$ cat src/rtl/wsb_pkg.sv
package wsb_pkg;

  typedef enum logic {
    RD_DRAIN  = 1'b0,
    RD_SEARCH = 1'b1
  } rd_mode_e;

  function automatic logic [31:0] wrap_inc(logic [31:0] p, int unsigned depth);
    return (p == 32'(depth - 1)) ? 32'd0 : p + 32'd1;
  endfunction

endpackage

$ cat src/rtl/wsb_fifo.sv
module wsb_fifo #(
  parameter int unsigned ADDR_W = 16,
  parameter int unsigned DATA_W = 32,
  parameter int unsigned DEPTH  = 4,
  localparam int unsigned PTR_W = (DEPTH > 1) ? $clog2(DEPTH) : 1,
  localparam int unsigned CNT_W = $clog2(DEPTH + 1)
) (
  input  logic              clk_i,
  input  logic              rst_ni,
  input  logic              push_i,
  input  logic [ADDR_W-1:0] addr_i,
  input  logic [DATA_W-1:0] data_i,
  input  logic              pop_i,
  output logic [ADDR_W-1:0] head_addr_o,
  output logic [DATA_W-1:0] head_data_o,
  output logic [ADDR_W-1:0] ent_addr_o [DEPTH],
  output logic [DATA_W-1:0] ent_data_o [DEPTH],
  output logic [PTR_W-1:0]  rd_ptr_o,
  output logic [CNT_W-1:0]  cnt_o,
  output logic              full_o,
  output logic              empty_o
);
  import wsb_pkg::*;

  logic [ADDR_W-1:0] ent_addr_q [DEPTH];
  logic [DATA_W-1:0] ent_data_q [DEPTH];
  logic [PTR_W-1:0]  wr_ptr_q, rd_ptr_q;
  logic [CNT_W-1:0]  cnt_q;

  always_ff @(posedge clk_i) begin
    if (push_i) begin
      ent_addr_q[wr_ptr_q] <= addr_i;
      ent_data_q[wr_ptr_q] <= data_i;
    end
  end

  always_ff @(posedge clk_i or negedge rst_ni) begin
    if (!rst_ni) begin
      wr_ptr_q <= '0;
      rd_ptr_q <= '0;
      cnt_q    <= '0;
    end else begin
      if (push_i) wr_ptr_q <= PTR_W'(wrap_inc(32'(wr_ptr_q), DEPTH));
      if (pop_i)  rd_ptr_q <= PTR_W'(wrap_inc(32'(rd_ptr_q), DEPTH));
      case ({push_i, pop_i})
        2'b10:   cnt_q <= cnt_q + CNT_W'(1);
        2'b01:   cnt_q <= cnt_q - CNT_W'(1);
        default: cnt_q <= cnt_q;
      endcase
    end
  end

  assign head_addr_o = ent_addr_q[rd_ptr_q];
  assign head_data_o = ent_data_q[rd_ptr_q];
  assign ent_addr_o  = ent_addr_q;
  assign ent_data_o  = ent_data_q;
  assign rd_ptr_o    = rd_ptr_q;
  assign cnt_o       = cnt_q;
  assign full_o      = (cnt_q == CNT_W'(DEPTH));
  assign empty_o     = (cnt_q == '0);

  assert_no_overflow_R2: assert property (@(posedge clk_i) disable iff (!rst_ni)
    push_i |-> (!full_o || pop_i));
  assert_no_underflow_R4: assert property (@(posedge clk_i) disable iff (!rst_ni)
    pop_i |-> !empty_o);
  assert_empty_hold_R10: assert property (@(posedge clk_i) disable iff (!rst_ni)
    (empty_o && !push_i) |=> empty_o);

endmodule

$ cat src/rtl/wsb_match.sv
module wsb_match #(
  parameter int unsigned ADDR_W = 16,
  parameter int unsigned DATA_W = 32,
  parameter int unsigned DEPTH  = 4,
  localparam int unsigned PTR_W = (DEPTH > 1) ? $clog2(DEPTH) : 1,
  localparam int unsigned CNT_W = $clog2(DEPTH + 1)
) (
  input  logic [ADDR_W-1:0] addr_i,
  input  logic [ADDR_W-1:0] ent_addr_i [DEPTH],
  input  logic [DATA_W-1:0] ent_data_i [DEPTH],
  input  logic [PTR_W-1:0]  rd_ptr_i,
  input  logic [CNT_W-1:0]  cnt_i,
  output logic              hit_o,
  output logic [DATA_W-1:0] data_o
);

  logic [PTR_W-1:0] slot;

  // Scan oldest to youngest; a later match overrides, so the youngest wins.
  always_comb begin
    hit_o  = 1'b0;
    data_o = '0;
    slot   = '0;
    for (int unsigned k = 0; k < DEPTH; k++) begin
      slot = PTR_W'((32'(rd_ptr_i) + k) % DEPTH);
      if ((CNT_W'(k) < cnt_i) && (ent_addr_i[slot] == addr_i)) begin
        hit_o  = 1'b1;
        data_o = ent_data_i[slot];
      end
    end
  end

endmodule

$ cat src/rtl/wsb_ctrl.sv
module wsb_ctrl (
  input  logic st_valid_i,
  input  logic rd_block_i,
  input  logic full_i,
  input  logic empty_i,
  input  logic mem_ready_i,
  output logic st_ready_o,
  output logic push_o,
  output logic pop_o,
  output logic mem_valid_o
);

  assign mem_valid_o = !empty_i;
  assign pop_o       = mem_valid_o && mem_ready_i;
  // A drain in the same cycle frees the slot a full buffer needs.
  assign st_ready_o  = (!full_i || pop_o) && !rd_block_i;
  assign push_o      = st_valid_i && st_ready_o;

endmodule

$ cat src/rtl/wt_store_buf.sv
module wt_store_buf
  import wsb_pkg::*;
#(
  parameter int unsigned ADDR_W  = 16,
  parameter int unsigned DATA_W  = 32,
  parameter int unsigned DEPTH   = 4,
  parameter rd_mode_e    RD_MODE = RD_DRAIN
) (
  input  logic              clk_i,
  input  logic              rst_ni,
  input  logic              st_valid_i,
  input  logic [ADDR_W-1:0] st_addr_i,
  input  logic [DATA_W-1:0] st_data_i,
  output logic              st_ready_o,
  output logic              mem_wr_valid_o,
  output logic [ADDR_W-1:0] mem_wr_addr_o,
  output logic [DATA_W-1:0] mem_wr_data_o,
  input  logic              mem_wr_ready_i,
  input  logic              rd_valid_i,
  input  logic [ADDR_W-1:0] rd_addr_i,
  output logic              rd_go_o,
  output logic              rd_hit_o,
  output logic [DATA_W-1:0] rd_data_o,
  output logic              full_o,
  output logic              empty_o
);

  localparam int unsigned PTR_W = (DEPTH > 1) ? $clog2(DEPTH) : 1;
  localparam int unsigned CNT_W = $clog2(DEPTH + 1);

  logic              push, pop, rd_block, fwd_hit;
  logic [DATA_W-1:0] fwd_data;
  logic [ADDR_W-1:0] ent_addr [DEPTH];
  logic [DATA_W-1:0] ent_data [DEPTH];
  logic [PTR_W-1:0]  rd_ptr;
  logic [CNT_W-1:0]  cnt;

  wsb_fifo #(.ADDR_W(ADDR_W), .DATA_W(DATA_W), .DEPTH(DEPTH)) u_fifo (
    .clk_i       (clk_i),
    .rst_ni      (rst_ni),
    .push_i      (push),
    .addr_i      (st_addr_i),
    .data_i      (st_data_i),
    .pop_i       (pop),
    .head_addr_o (mem_wr_addr_o),
    .head_data_o (mem_wr_data_o),
    .ent_addr_o  (ent_addr),
    .ent_data_o  (ent_data),
    .rd_ptr_o    (rd_ptr),
    .cnt_o       (cnt),
    .full_o      (full_o),
    .empty_o     (empty_o)
  );

  wsb_ctrl u_ctrl (
    .st_valid_i  (st_valid_i),
    .rd_block_i  (rd_block),
    .full_i      (full_o),
    .empty_i     (empty_o),
    .mem_ready_i (mem_wr_ready_i),
    .st_ready_o  (st_ready_o),
    .push_o      (push),
    .pop_o       (pop),
    .mem_valid_o (mem_wr_valid_o)
  );

  wsb_match #(.ADDR_W(ADDR_W), .DATA_W(DATA_W), .DEPTH(DEPTH)) u_match (
    .addr_i     (rd_addr_i),
    .ent_addr_i (ent_addr),
    .ent_data_i (ent_data),
    .rd_ptr_i   (rd_ptr),
    .cnt_i      (cnt),
    .hit_o      (fwd_hit),
    .data_o     (fwd_data)
  );

  assign rd_data_o = fwd_hit ? fwd_data : '0;

  if (RD_MODE == RD_DRAIN) begin : g_drain
    assign rd_block = rd_valid_i;
    assign rd_go_o  = rd_valid_i && empty_o;
    assign rd_hit_o = 1'b0;

    assert_drain_first_R6: assert property (@(posedge clk_i) disable iff (!rst_ni)
      rd_go_o |-> empty_o);
    assert_rd_stall_R7: assert property (@(posedge clk_i) disable iff (!rst_ni)
      rd_valid_i |-> !st_ready_o);
  end else begin : g_search
    assign rd_block = 1'b0;
    assign rd_go_o  = rd_valid_i && !fwd_hit;
    assign rd_hit_o = rd_valid_i && fwd_hit;

    assert_hit_excl_R8: assert property (@(posedge clk_i) disable iff (!rst_ni)
      !(rd_hit_o && rd_go_o));
    assert_miss_go_R9: assert property (@(posedge clk_i) disable iff (!rst_ni)
      (rd_valid_i && !rd_hit_o) |-> rd_go_o);
  end

  assert_full_stall_R2: assert property (@(posedge clk_i) disable iff (!rst_ni)
    (full_o && !mem_wr_ready_i) |-> !st_ready_o);
  assert_full_accept_R3: assert property (@(posedge clk_i) disable iff (!rst_ni)
    (full_o && mem_wr_ready_i && st_valid_i && st_ready_o) |=> full_o);
  assert_mem_hold_R5: assert property (@(posedge clk_i) disable iff (!rst_ni)
    (mem_wr_valid_o && !mem_wr_ready_i) |=>
      (mem_wr_valid_o && $stable(mem_wr_addr_o) && $stable(mem_wr_data_o)));
  assert_flags_R10: assert property (@(posedge clk_i) disable iff (!rst_ni)
    !(full_o && empty_o));

endmodule

$ cat config.mk
export PLATFORM = sky130hd
export DESIGN_NAME = wt_store_buf
export DESIGN_NICKNAME = d
export VERILOG_FILES = /design/src/rtl/wsb_pkg.sv /design/src/rtl/wsb_fifo.sv /design/src/rtl/wsb_match.sv /design/src/rtl/wsb_ctrl.sv /design/src/rtl/wt_store_buf.sv
export SDC_FILE = /design/constraint.sdc
export NUM_CORES = 1
export LEC_CHECK = 0
export BUFFER_PORTS_ARGS = -buffer_cell sky130_fd_sc_hd__buf_4
export CAP_MARGIN = 30
export CORE_ASPECT_RATIO = 2
export CORE_UTILIZATION = 60
export CTS_BUF_LIST = sky130_fd_sc_hd__clkbuf_8 sky130_fd_sc_hd__clkbuf_16
export DETAILED_ROUTE_END_ITERATION = 8
export PLACE_DENSITY_LB_ADDON = 0.3
export SLEW_MARGIN = 20
export SYNTH_ARGS = -nofsm -noshare
export SYNTH_HDL_FRONTEND = slang
export SYNTH_SLANG_ARGS = --single-unit
$ cat constraint.sdc
create_clock -name clk_i -period 5.2 [get_ports clk_i]
set_clock_uncertainty 0.05 [all_clocks]
set_input_delay 0.52 -clock clk_i [delete_from_list [all_inputs] [get_ports clk_i]]
set_output_delay 0.52 -clock clk_i [all_outputs]
set_load 0.005 [all_outputs]
==> impl_metrics.yaml <==
floorplan:
  row_count: 75
  die_w_um: 106.1
  die_area_mm2: 0.02231
  core_mm2: 0.02111
  initial_core_util: 0.6161
  die_h_um: 210.2
  ios: 155
timing:
  hold_viol: 0
  fin_tns_setup_ps: 0
  slew_headroom: 0.3931
  slew_violations: 0
  finalCriticalPeriod_ps: 4943
  finalWorstSetupSlack_ps: 256.5
  rsz0062_at_grt: "false"
  fmax_mhz: 202.3
  post-route-period-util: 0.9507
  tightest_slew_ps: 910.4
  setup_viol_count_final: 0
finish:
  syn_to_final_growth_pct: 14.51
  nFillCells: 1384
  final_nets: 1038
  drive_gt1_frac: 0.4152
global_routing:
  grt_first_pass_wirelength_um: 50340
  grt_pass1_vias: 9175
  antenna_found_initial: 1
  grt.total_usage: 0.3101
  grt_max_degree: 64
  overflow: 0
route:
  drtPass1Iterations: 5
  vias_per_cell: 7.233
  drt_iter0_drc: 704
  num_vias: 8990
  drc: 0
  avgRoutedWirePerCell_um: 27.23
  wirelength_um: 33850
  drtAntennaViolNets: 0
cts:
  cts_buffer_depth: 2
  clk_pin_slew_worst_paths_ps: 80
  clockRootBuffer: "clkbuf_16"
  cts_made_buffers: 17
  clk_latency_ps: 450
  htree_levels: 4
  cts_tree: "yes"
  clkSinkCount: 199
setup_path:
  cp-end-kind: "output port"
  critPathMostFrequentCell: "buf_4"
  max_stage_delay_ps: 620
  crit_chain: "buf_4 -> mux4_2 -> xor2_1 -> nor3_1 -> nand4_1 -> nor4b_4 -> buf_4 -> nand3_1 -> a311oi_1 -> buf_4"
  cpMaxStageDelayCell: "dfrtp_4"
  path_max_fanout: 31
  cp.arrival_ps: 4370
  cp.required_ps: 4630
  crit_type: "reg2out"
  crit_family: "simple AND/OR/NAND/NOR gates"
  worstSetupStartpointType: "flop"
  path_buf_inv: 3
logic_synthesis:
  synth_fa_ha_area_frac: 0.008657
  synth_top_family_by_area: "multiplexers"
  synth_top_area_frac: 0.4432
  synthSimpleGateAreaFrac: 0.06830
  yosysWarnings: 0
  synthTopCellsByCount: "edfxtp_1, mux4_2, xnor2_1"
  synthTopCellsByArea: "edfxtp_1, mux4_2, xnor2_1"
  synth_seq_cells: 199
  synth.avg_cell_area_um2: 15.39
  yosysMostFrequentCell: "edfxtp_1"
  synth_compound_area_frac: 0.04550
  synthesis.nets: 923
  synth_area_mm2: 0.01301
  synth-seq-area-share: 0.4567
  synthCells: 845
  synthArstFlopShare: 0.03518
  synth_xor_area_frac: 0.04175
  synthDistinctLibCells: 54
  muxShareOfSynthArea: 0.3396
  synth_ff_type: "edfxtp_1"
  yosysTopAreaCell: "edfxtp_1"
  synth_edf_count: 192
outcome:
  outcome: "finished clean"
job:
  drv_cap: 0
min_path:
  worstHoldPathType: "in2reg"
power:
  powerDensity_mw_per_mm2: 540.8
  power_mw: 8.055
  p_leak_nw: 4.972
  vdd_drop_max_mv: 0.3785
placed_design:
  gp_congestion: 0.9337
  place_ws_ps: 688.4
  io_buffers: 153
  dpl.hpwl_um: 22390
layer usage:
metal,up-vias,share of wire,global-route usage
met5,-,0,0
met4,0,0.066,0.2131
met3,134,0.063,0.06030
met2,516,0.55,0.5502
met1,4591,0.32,0.3262
li1,3749,-,-
cells in the final DEF (no fill, tap or decap), drive strengths merged, types with 24 or more instances in the layout:
cell type,netlist,final
a311oi,31,31
buf,54,174
edfxtp,192,192
inv,16,24
mux2i,31,31
mux4,174,174
nand2,38,38
nand3,35,35
nor2,43,43
nor3,37,37
xnor2,52,52
worst register-to-register path, stage by stage (launching register included):
cell,delay (ps)
dfrtp_1,490
inv_1,100
ha_1,220
and2_1,170
a21oi_1,370
and3_4,850
cell families (layout without fill, tap and decap cells):
family | count (synthesis) | in the layout
other | 1 | 2
XOR/XNOR | 62 | 62
multiplexers | 221 | 221
AND/OR/NAND/NOR | 184 | 184
AO/OA/AOI/OAI | 74 | 74
buffers and inverters | 95 | 223
flip-flops | 199 | 199
adder cells (fa/ha/maj) | 9 | 9
sequential cells by signal, summed over array words and instances, names as in the netlist:
register and flops:
u_fifo.wr_ptr_q 2, u_fifo.ent_addr_o 64, u_fifo.ent_data_o 128, u_fifo.rd_ptr_o 2, u_fifo.cnt_o 3
final timing paths:
path	from	to	slack, ps	depth (start not counted)
max in group asynchronous	rst_ni	u_fifo.rd_ptr_o[1]$_DFFE_PN0P_	4590	2
hold reg to reg	u_fifo.wr_ptr_q[1]$_DFFE_PN0P_	u_fifo.wr_ptr_q[1]$_DFFE_PN0P_	520	1
hold / removal	st_data_i[15]	u_fifo.ent_data_o[47]$_DFFE_PP_	210	1
min in group asynchronous	rst_ni	u_fifo.rd_ptr_o[0]$_DFFE_PN0P_	370	2
setup reg to reg	u_fifo.cnt_o[0]$_DFFE_PN0P_	u_fifo.ent_addr_o[7]$_DFFE_PP_	2510	5
setup / recovery	u_fifo.rd_ptr_o[0]$_DFFE_PN0P_	rd_data_o[8]	260	10
report_power, final:
part / internal, mW / switching, mW
clock: 0.672 / 0.610
sequential: 1.97 / 0.186
combinational: 2.48 / 2.14
what timing repair did:
| action | 4_1_cts | 5_1_grt |
|---|---|---|
| endpoints found under the hold margin | 7 | 0 |
| setup buffers | 0 | 1 |
| hold buffers | 1 | 0 |
| resized for setup | 0 | 1 |
| setup endpoints to repair | 0 | 4 |
cell type report:
type	instances	area [µm²]	area share
flip-flops and latches	199	5948	0.3994
inverters	16	60.06	0.004032
well taps	269	336.6	0.02260
multi-input cells	551	6594	0.4427
repair buffers	175	1385	0.09299
clock inverters	15	142.6	0.009577
diodes	1	2.502	0.0001680
clock buffers	17	425.4	0.02856
stage by stage:
| step | utilization | instance area (µm²) | instances | hold slack [ps] |
|---|---|---|---|---|
| final | 0.7054 | 14890 | 1243 | 214.5 |
| after global routing | 0.7054 | 14890 | 1243 | 196.4 |
| after CTS | 0.7031 | 14850 | 1240 | 197.8 |
| after detailed placement | 0.6757 | 14270 | 1207 | 292.3 |
| after global placement | 0.6757 | 14270 | 1207 | 292.9 |
| after floorplan | - | 13010 | 845 | 174.4 |
No activity file was read; power rests on OpenSTA's default activity.
